===== src/rtl/zcip_pkg.sv =====
// Package: shared types for the zero-column index parser.
// Assumes nothing beyond a two-state group sequencer.
package zcip_pkg;
    typedef enum logic {
        ST_IDLE = 1'b0,
        ST_BUSY = 1'b1
    } zcip_state_e;
endpackage


===== src/rtl/zcip_prio_enc.sv =====
// Highest-set-bit encoder over the pending column mask.
// Reports whether any bit is set, the position of the highest one,
// its one-hot mask, and whether it is the only bit left.
// Assumes W >= 2.
module zcip_prio_enc #(
    parameter int W  = 7,
    parameter int SW = (W > 1) ? $clog2(W) : 1
) (
    input  logic [W-1:0]  vec,
    output logic          found,
    output logic [SW-1:0] pos,
    output logic [W-1:0]  onehot,
    output logic          single
);
    // Scan upward so that the highest set bit wins.
    always_comb begin
        pos   = '0;
        found = 1'b0;
        for (int i = 0; i < W; i++) begin
            if (vec[i]) begin
                pos   = SW'(i);
                found = 1'b1;
            end
        end
    end

    // One-hot image of the chosen bit.
    always_comb begin
        onehot = '0;
        if (found) onehot[pos] = 1'b1;
    end

    // Exactly one bit left means the chosen column is the last.
    always_comb begin
        single = found && ((vec & (vec - W'(1))) == '0);
    end
endmodule


===== src/rtl/zcip_popcnt.sv =====
// Population count of the magnitude presence bits.
// Assumes CW is wide enough to hold W.
module zcip_popcnt #(
    parameter int W  = 7,
    parameter int CW = $clog2(W + 1)
) (
    input  logic [W-1:0]  vec,
    output logic [CW-1:0] cnt
);
    // Add up the set bits.
    always_comb begin
        cnt = '0;
        for (int i = 0; i < W; i++) begin
            cnt = cnt + CW'(vec[i]);
        end
    end
endmodule


===== src/rtl/zcip_ctrl.sv =====
// Group sequencer: holds the pending column mask, the sign flag and
// the column count, and moves between idle and busy.
// Assumes col_fire is raised only while busy with a column pending.
module zcip_ctrl
    import zcip_pkg::*;
#(
    parameter int MAG_W = 7,
    parameter int CW    = $clog2(MAG_W + 1)
) (
    input  logic             clk,
    input  logic             rst_n,
    input  logic             idx_fire,
    input  logic [MAG_W-1:0] mag_load,
    input  logic             sign_load,
    input  logic [CW-1:0]    count_load,
    input  logic             col_fire,
    input  logic [MAG_W-1:0] col_onehot,
    input  logic             pend_any,
    input  logic             pend_single,
    output logic             busy,
    output logic [MAG_W-1:0] pending_q,
    output logic             sign_q,
    output logic [CW-1:0]    count_q,
    output logic             first_q,
    output logic             done
);
    zcip_state_e state_q;

    // The group ends when no column is pending or the last one is handed off.
    always_comb begin
        done = (state_q == ST_BUSY) && (!pend_any || (col_fire && pend_single));
        busy = (state_q == ST_BUSY);
    end

    // State, mask, sign and count registers.
    always_ff @(posedge clk) begin
        if (!rst_n) begin
            state_q   <= ST_IDLE;
            pending_q <= '0;
            sign_q    <= 1'b0;
            count_q   <= '0;
            first_q   <= 1'b0;
        end else begin
            first_q <= idx_fire;
            if (state_q == ST_IDLE) begin
                if (idx_fire) begin
                    state_q   <= ST_BUSY;
                    pending_q <= mag_load;
                    sign_q    <= sign_load;
                    count_q   <= count_load;
                end
            end else begin
                if (col_fire) pending_q <= pending_q & ~col_onehot;
                if (done) begin
                    state_q <= ST_IDLE;
                    sign_q  <= 1'b0;
                end
            end
        end
    end


    handoff_clears_one_chk: assert property (@(posedge clk) disable iff (!rst_n)
        col_fire |=> ($countones(pending_q) == $countones($past(pending_q)) - 1));


    no_accept_when_busy_chk: assert property (@(posedge clk) disable iff (!rst_n)
        busy |-> !idx_fire);


    sign_only_busy_chk: assert property (@(posedge clk) disable iff (!rst_n)
        sign_q |-> busy);
endmodule


===== src/rtl/zcol_idx_parser.sv =====
// Zero-column index parser: accepts one 8-bit index per group (MSB is
// the sign-column flag, the rest mark non-zero magnitude columns) and
// emits one shift amount per non-zero column, highest first.
// Assumes the consumer holds col_ready steady within a cycle.
module zcol_idx_parser #(
    parameter int IDX_W   = 8,
    parameter int MAG_W   = IDX_W - 1,
    parameter int SHIFT_W = (MAG_W > 1) ? $clog2(MAG_W) : 1,
    parameter int CNT_W   = $clog2(MAG_W + 1)
) (
    input  logic               clk,
    input  logic               rst_n,
    input  logic               idx_valid,
    output logic               idx_ready,
    input  logic [IDX_W-1:0]   idx_word,
    input  logic               dense_mode,
    output logic               col_valid,
    input  logic               col_ready,
    output logic [SHIFT_W-1:0] col_shift,
    output logic               col_last,
    output logic               sign_req,
    output logic [CNT_W-1:0]   col_count,
    output logic               count_valid,
    output logic               group_done
);
    logic               busy;
    logic               idx_fire;
    logic               col_fire;
    logic [MAG_W-1:0]   mag_sel;
    logic [CNT_W-1:0]   mag_cnt;
    logic [MAG_W-1:0]   pending_q;
    logic [MAG_W-1:0]   col_onehot;
    logic               pend_any;
    logic               pend_single;
    logic               sign_q;
    logic [CNT_W-1:0]   count_q;
    logic               first_q;
    logic               done;

    // Select the presence mask: dense mode marks every magnitude column.
    always_comb begin
        mag_sel = dense_mode ? {MAG_W{1'b1}} : idx_word[MAG_W-1:0];
    end

    // Handshakes on both sides.
    always_comb begin
        idx_ready = !busy;
        idx_fire  = idx_valid && idx_ready;
        col_valid = busy && pend_any;
        col_fire  = col_valid && col_ready;
    end

    zcip_popcnt #(.W(MAG_W), .CW(CNT_W)) i_popcnt (
        .vec (mag_sel),
        .cnt (mag_cnt)
    );

    zcip_prio_enc #(.W(MAG_W), .SW(SHIFT_W)) i_prio (
        .vec    (pending_q),
        .found  (pend_any),
        .pos    (col_shift),
        .onehot (col_onehot),
        .single (pend_single)
    );

    zcip_ctrl #(.MAG_W(MAG_W), .CW(CNT_W)) i_ctrl (
        .clk         (clk),
        .rst_n       (rst_n),
        .idx_fire    (idx_fire),
        .mag_load    (mag_sel),
        .sign_load   (idx_word[IDX_W-1]),
        .count_load  (mag_cnt),
        .col_fire    (col_fire),
        .col_onehot  (col_onehot),
        .pend_any    (pend_any),
        .pend_single (pend_single),
        .busy        (busy),
        .pending_q   (pending_q),
        .sign_q      (sign_q),
        .count_q     (count_q),
        .first_q     (first_q),
        .done        (done)
    );

    // Drive the group-level outputs.
    always_comb begin
        col_last    = col_valid && pend_single;
        sign_req    = sign_q;
        col_count   = count_q;
        count_valid = first_q;
        group_done  = done;
    end


    count_after_accept_chk: assert property (@(posedge clk) disable iff (!rst_n)
        idx_fire |=> count_valid);


    first_col_next_cycle_chk: assert property (@(posedge clk) disable iff (!rst_n)
        (idx_fire && (mag_sel != '0)) |=> col_valid);


    stall_hold_chk: assert property (@(posedge clk) disable iff (!rst_n)
        (col_valid && !col_ready) |=> (col_valid && $stable(col_shift) && $stable(col_last)));


    done_pulse_chk: assert property (@(posedge clk) disable iff (!rst_n)
        group_done |=> !group_done);


    empty_done_chk: assert property (@(posedge clk) disable iff (!rst_n)
        (idx_fire && (mag_sel == '0)) |=> (group_done && !col_valid));
endmodule


===== config.mk =====
export PLATFORM = sky130hd
export DESIGN_NAME = zcol_idx_parser
export DESIGN_NICKNAME = d
export VERILOG_FILES = /design/src/rtl/zcip_pkg.sv /design/src/rtl/zcip_prio_enc.sv /design/src/rtl/zcip_popcnt.sv /design/src/rtl/zcip_ctrl.sv /design/src/rtl/zcol_idx_parser.sv
export SDC_FILE = /design/constraint.sdc
export NUM_CORES = 1
export LEC_CHECK = 0
export ABC_AREA = 1
export BUFFER_PORTS_ARGS = -buffer_cell sky130_fd_sc_hd__buf_2
export CAP_MARGIN = 10
export CORE_ASPECT_RATIO = 0.8
export CORE_MARGIN = 2
export CORE_UTILIZATION = 48
export DETAILED_ROUTE_END_ITERATION = 16
export MAX_ROUTING_LAYER = met4
export PLACE_DENSITY = 0.75
export SLEW_MARGIN = 20
export SYNTH_ARGS = -nofsm -noshare
export SYNTH_HDL_FRONTEND = slang
export SYNTH_HIERARCHICAL = 1
export SYNTH_SLANG_ARGS = --single-unit

===== constraint.sdc =====
create_clock -name clk -period 2.25 [get_ports clk]
set_input_delay 0 -clock clk [delete_from_list [all_inputs] [get_ports clk]]
set_output_delay 0 -clock clk [all_outputs]
set_load 0.005 [all_outputs]

### Yosys cells after proc, flatten, opt, wreduce, memory -nomap -nowiden

Index checks and enable logic that the tools add are counted.

* bits in registers: 13
* latch bits: 0
* bits in writable memories: 0
* bits in read-only memories: 0
* input port bits: 13
* output and inout bits: 12
* logic and storage cells: 62
* memories kept: 0

* add/subtract/negate cells: 7
* $mul: 0
* div/mod/pow operators: 0
* $lt $le $gt $ge: 2
* equal/unequal tests: 2
* shift operators: 0
* multiplexer cells: 26
* bitwise gates (word level): 4
* reduce and logical (&&, ||, !) cells: 16

Operators with widths (count)
* 7-bit 2-to-1 mux: 5
* 3-bit by 1-bit adder with 3-bit output: 5
* 1-bit 2-to-1 mux: 15
* 7-bit bitwise AND: 2
* 3-bit 2-to-1 mux: 3
* 1-bit logical AND: 8
* 7-bit zero test: 1
* 7-bit NOT: 1
* 7-bit by 1-bit subtractor with 7-bit output, second input constant: 1
* 2-bit AND reduction: 3
* 3-bit by 4-bit < comparator with 1-bit output, second input constant: 1
* 2-bit 2-to-1 mux: 2
* 1-bit demux with 3-bit select: 1
* 3-bit by 1-bit >= comparator with 1-bit output, second input constant: 1
* 1-bit by 1-bit adder with 2-bit output: 1
* 1-bit zero test: 2
* 2-bit by 1-bit inequality test with 1-bit output, second input constant: 1
* 2-bit inequality test, second input constant: 1
* 2-bit nonzero test: 1
* 1-bit logical OR: 1
* 1-bit NOT: 1

### Longest topological paths before layout

* word-level depth: 15
* mapped depth: 13
* gate-level depth less buffers: 13

### Cells and area by module

The synthesis kept the hierarchy.

By module, submodules not included
* zcip_ctrl: instances 1, cells each 89, area an instance 639.4 µm², seq. area each 260.2 µm²
* zcip_prio_enc: instances 1, cells each 42, area an instance 211.5 µm², seq. area each 0.0 µm²
* zcip_popcnt: instances 1, cells each 18, area an instance 142.6 µm², seq. area each 0.0 µm²
* zcol_idx_parser: instances 1, cells each 16, area an instance 77.6 µm², seq. area each 0.0 µm²

### Worst setup path after synthesis

No wires, ideal clock.

* kind: input to register
* start: input port dense_mode
* end: register i_ctrl.count_q[1]
* setup time: 113 ps
* arrival time: 2138 ps
* required time: 2137 ps
* slack: 0 ps
* stages on the path: 11
* path buffers: 0
* cell sequence: or2_1 -> fa_1 -> inv_1 -> fa_1 -> inv_1 -> ha_1 -> inv_1 -> fa_1 -> inv_1 -> o21ai_2 -> nor2_1

* word-level cells in the longest chain between the ends: 7

RTL lines
* from (decl): RTL line zcol_idx_parser.sv:16 `input logic dense_mode,`
* 7-bit 2-to-1 mux (*): RTL line zcol_idx_parser.sv:42 `mag_sel = dense_mode ? {MAG_W{1'b1}} : idx_word[MAG_W-1:0];`
* 1-bit by 1-bit adder with 2-bit output: RTL line zcip_popcnt.sv:14 `cnt = cnt + CW'(vec[i]);`
* 3-bit by 1-bit adder with 3-bit output (4 in a row): RTL line zcip_popcnt.sv:14
* 3-bit by 1-bit adder with 3-bit output (*): RTL line zcip_popcnt.sv:14
* net mag_cnt[1]: RTL line zcol_idx_parser.sv:30 `logic [CNT_W-1:0] mag_cnt;`
* to (signal assigned): RTL line zcip_ctrl.sv:50 `count_q <= count_load;`
* to (decl): RTL line zcip_ctrl.sv:23 `output logic [CW-1:0] count_q,`

Mark *: on every way through the listed nets, which the timed path passes. The rest lies on a longest branch.
A chain may end at the register's enable or synchronous reset.

### Worst setup path after layout

* start: input port dense_mode
* end: register i_ctrl.count_q[1]

* elaborated cells on any way between the ends: 7
* those cells by class: 6 x add/sub; 1 x mux

RTL lines
* 7-bit 2-to-1 mux: RTL line zcol_idx_parser.sv:42
* net mag_sel[2]: RTL line zcol_idx_parser.sv:29 `logic [MAG_W-1:0] mag_sel;`
* 3-bit by 1-bit adder with 3-bit output (5 in a row): RTL line zcip_popcnt.sv:14
* net mag_cnt[1]: RTL line zcol_idx_parser.sv:30

The timed path passes the listed nets, and every way through them passes these cells.

==> results.md <==
- Status: completed
- CTS tree: built
- RSZ-0062 raised after global routing: yes
- Fill cell count: 213
- Hold Slack: 0.0306 ns
- Setup violators final: 0
- Worst-Margin Slew: 0.744 ns
- Routed vias/inst: 4.80
- Crit path launch type: input port
- Slowest cell on crit path: fa_1
- # rows: 15
- Vias in the first global route: 929
- WS Path Type: input port to flop
- First DRT Iteration DRCs: 28
- # IOs: 25
- Lkg Pwr: 0.000725 uW
- Slowest stage delay, CP: 0.53 ns
- Final Hold Viols: 0
- Total Routed Length: 2270 um
- Post-route ant nets: 0
- Global-route wire length before repair: 3720 um
- Starting density of the core: 0.501
- I/O Buffers: 24
- TritonCTS buffer count: 3
- Area Overhead vs Synth: 16.5%
- Fin Clk Skew: 0.000969 ns
- Total grt overflow: 0
- Clock latency at the later pin of the worst-skew pair: 0.27 ns
- Routed vias: 1047
- Crit-path max FO: 5
- CTS clk-pin slew, worst paths: 0.08 ns
- Core box area: 0.00214 mm^2
- CP endpoint kind: flop
- GPL Wtd Cong: 0.820
- Synth Instances: 165
- Critical path required time: 2.43 ns
- Post-synth design cell area: 0.00107 mm^2
- CTS max path bufs: 2
- Critical path buffers and inverters: 5
- Avg WL per Cell: 10.4 um
- Die height: 46.3 um
- Detailed Place HPWL: 1850 um
- F_max: 465 MHz
- Antenna cells: 0
- CTS Sinks: 13
- Min-delay worst type: input port to flop
- Critical Path AT: 2.33 ns
- DRC Markers: 0
- #FFs+latches synth: 13
- Syn avg cell area: 6.49 um^2
- # hold bufs at CTS: 0
- Die width: 56.8 um
- Slew margin rel.: 0.502
- Largest net degree at the start of global routing: 14
- Syn. warnings: 6
- Tmin final: 2.15 ns
- Tot GR Track Use: 0.191
- Most used cell along the critical path: inv_1
- Initial antenna violation count: 0
- Slew Limit Fails: 0
- Die area: 0.00263 mm^2
- Cells along the critical path: buf_4, or2_4, fa_1, inv_1, fa_1, inv_1, ha_2, inv_1, fa_1, inv_1, o21ai_2, nor2_1
- Layout cell share with drive strength beyond 1: 0.280
- Nets: 213
- H-tree depth: 1
- Crit share post-route: 0.957
- First-pass DRT Iterations: 4
- Syn Nets: 184
- Final design utilization: 0.583
- Power per cell area: 610 mW/mm^2
- Yosys cell types: 23
- Post-synthesis sequential area ratio: 0.243
- Crit-path leading delay family: adder cells
- CTS root buf: clkbuf_4
- Maximum VDD drop: 0.465 mV
- MaxCap Viol Count: 0
-- worst paths after layout --
path | slack, ns | depth (start not counted) | startpoint | to
worst max-delay path | 0.1 | 12 | dense_mode | i_ctrl/count_q[1]
worst min register to register | 0.48 | 2 | i_ctrl/count_q[0] | i_ctrl/count_q[0]
worst min-delay path | 0.03 | 5 | idx_word[7] | i_ctrl/sign_q
worst max register to register | 0.51 | 11 | i_ctrl/pending_q[5] | i_ctrl/busy
-- worst reg2reg max path, stage by stage, from the launching register on --
cell,delay [ns]
dfxtp_1,0.43
inv_2,0.10
nand2_4,0.09
nor2_4,0.05
nand2_2,0.10
nand2_1,0.08
nor2_1,0.42
nand2_1,0.10
nand2_1,0.07
nand2_1,0.08
nand3_1,0.08
inv_1,0.04
-- synth_stat cells --
library cell / number / area, um^2
buf_6: 3 / 33.8
ha_1: 3 / 37.5
fa_1: 3 / 60.1
clkbuf_1: 1 / 3.75
clkbuf_8: 1 / 13.8
inv_8: 1 / 11.3
nand2_4: 2 / 22.5
nand3_2: 2 / 20.0
nor2_2: 3 / 18.8
nor3_1: 1 / 5.00
inv_2: 2 / 7.51
buf_2: 1 / 5.00
inv_1: 35 / 131
nand2_2: 3 / 18.8
o21ai_2: 4 / 35.0
nor2_4: 1 / 11.3
o21ai_1: 1 / 5.00
a21oi_1: 11 / 55.1
dfxtp_1: 13 / 260
or2_1: 7 / 43.8
nand2_1: 35 / 131
nor2_1: 16 / 60.1
nand3_1: 16 / 80.1
-- registers in the layout, indices dropped and copies added, names as in the netlist --
register and cells:
i_ctrl/first_q 1, i_ctrl/pending_q 7, i_ctrl/count_q 3, i_ctrl/sign_q 1, i_ctrl/busy 1
-- cell families after synthesis --
kind of cell | Yosys count | share of synthesized area
adders and majority gates | 6 | 0.0911
buffers and inverters | 44 | 0.193
AOI/OAI and AO/OA | 16 | 0.0888
and+or+nand+nor | 86 | 0.384
DFF | 13 | 0.243
-- repair_timing --
action,in CTS,in global routing
resized for setup,0,3
setup endpoints to repair,0,2
buffers inserted,0,1
-- where the power goes --
| part | leakage (uW) | total [uW] | internal [uW] | switching (uW) |
|---|---|---|---|---|
| clock network | 0.0000150 | 146 | 68.8 | 77.6 |
| logic | 0.000602 | 328 | 134 | 194 |
| registers | 0.000108 | 287 | 258 | 29.7 |
-- through the flow --
step / cell area [um^2] / TNS (ns) / setup slack (ns) / power [uW] / std cells
after floorplan: 1070 / 0 / 0.0139 / 538 / 165
after global placement: 1210 / -0.337 / -0.174 / 605 / 213
after detailed placement: 1210 / -0.452 / -0.235 / 617 / 213
after CTS: 1230 / 0 / 0.0594 / 763 / 217
after global routing: 1250 / -0.000820 / -0.000820 / 829 / 218
final: 1250 / 0 / 0.0977 / 761 / 218
-- final cells by class --
cell class | instances | area [um^2] | share of cell area
well taps | 25 | 31.3 | 0.0251
flip-flops and latches | 13 | 260 | 0.209
clock buffers | 4 | 26.3 | 0.0211
inverters | 38 | 150 | 0.120
repair buffers | 30 | 168 | 0.134
multi-input cells | 108 | 612 | 0.490
-- layer usage --
layer	wire length, um	vias up	global-route usage
met5	0	-	-
met4	0	0	0.0512
met3	117	0	0.0646
met2	1170	29	0.356
met1	984	465	0.197
li1	-	553	-
-- placed cells by master, fill, tap and decap left out, drive strengths merged, types with 4 or more instances in the layout --
cell and n:
a21oi 11, buf 30, clkbuf 4, dfxtp 13, inv 38, nand2 40, nand3 18, nor2 20
o21ai 5, or2 7
No activity file was read; power rests on OpenSTA's default activity.
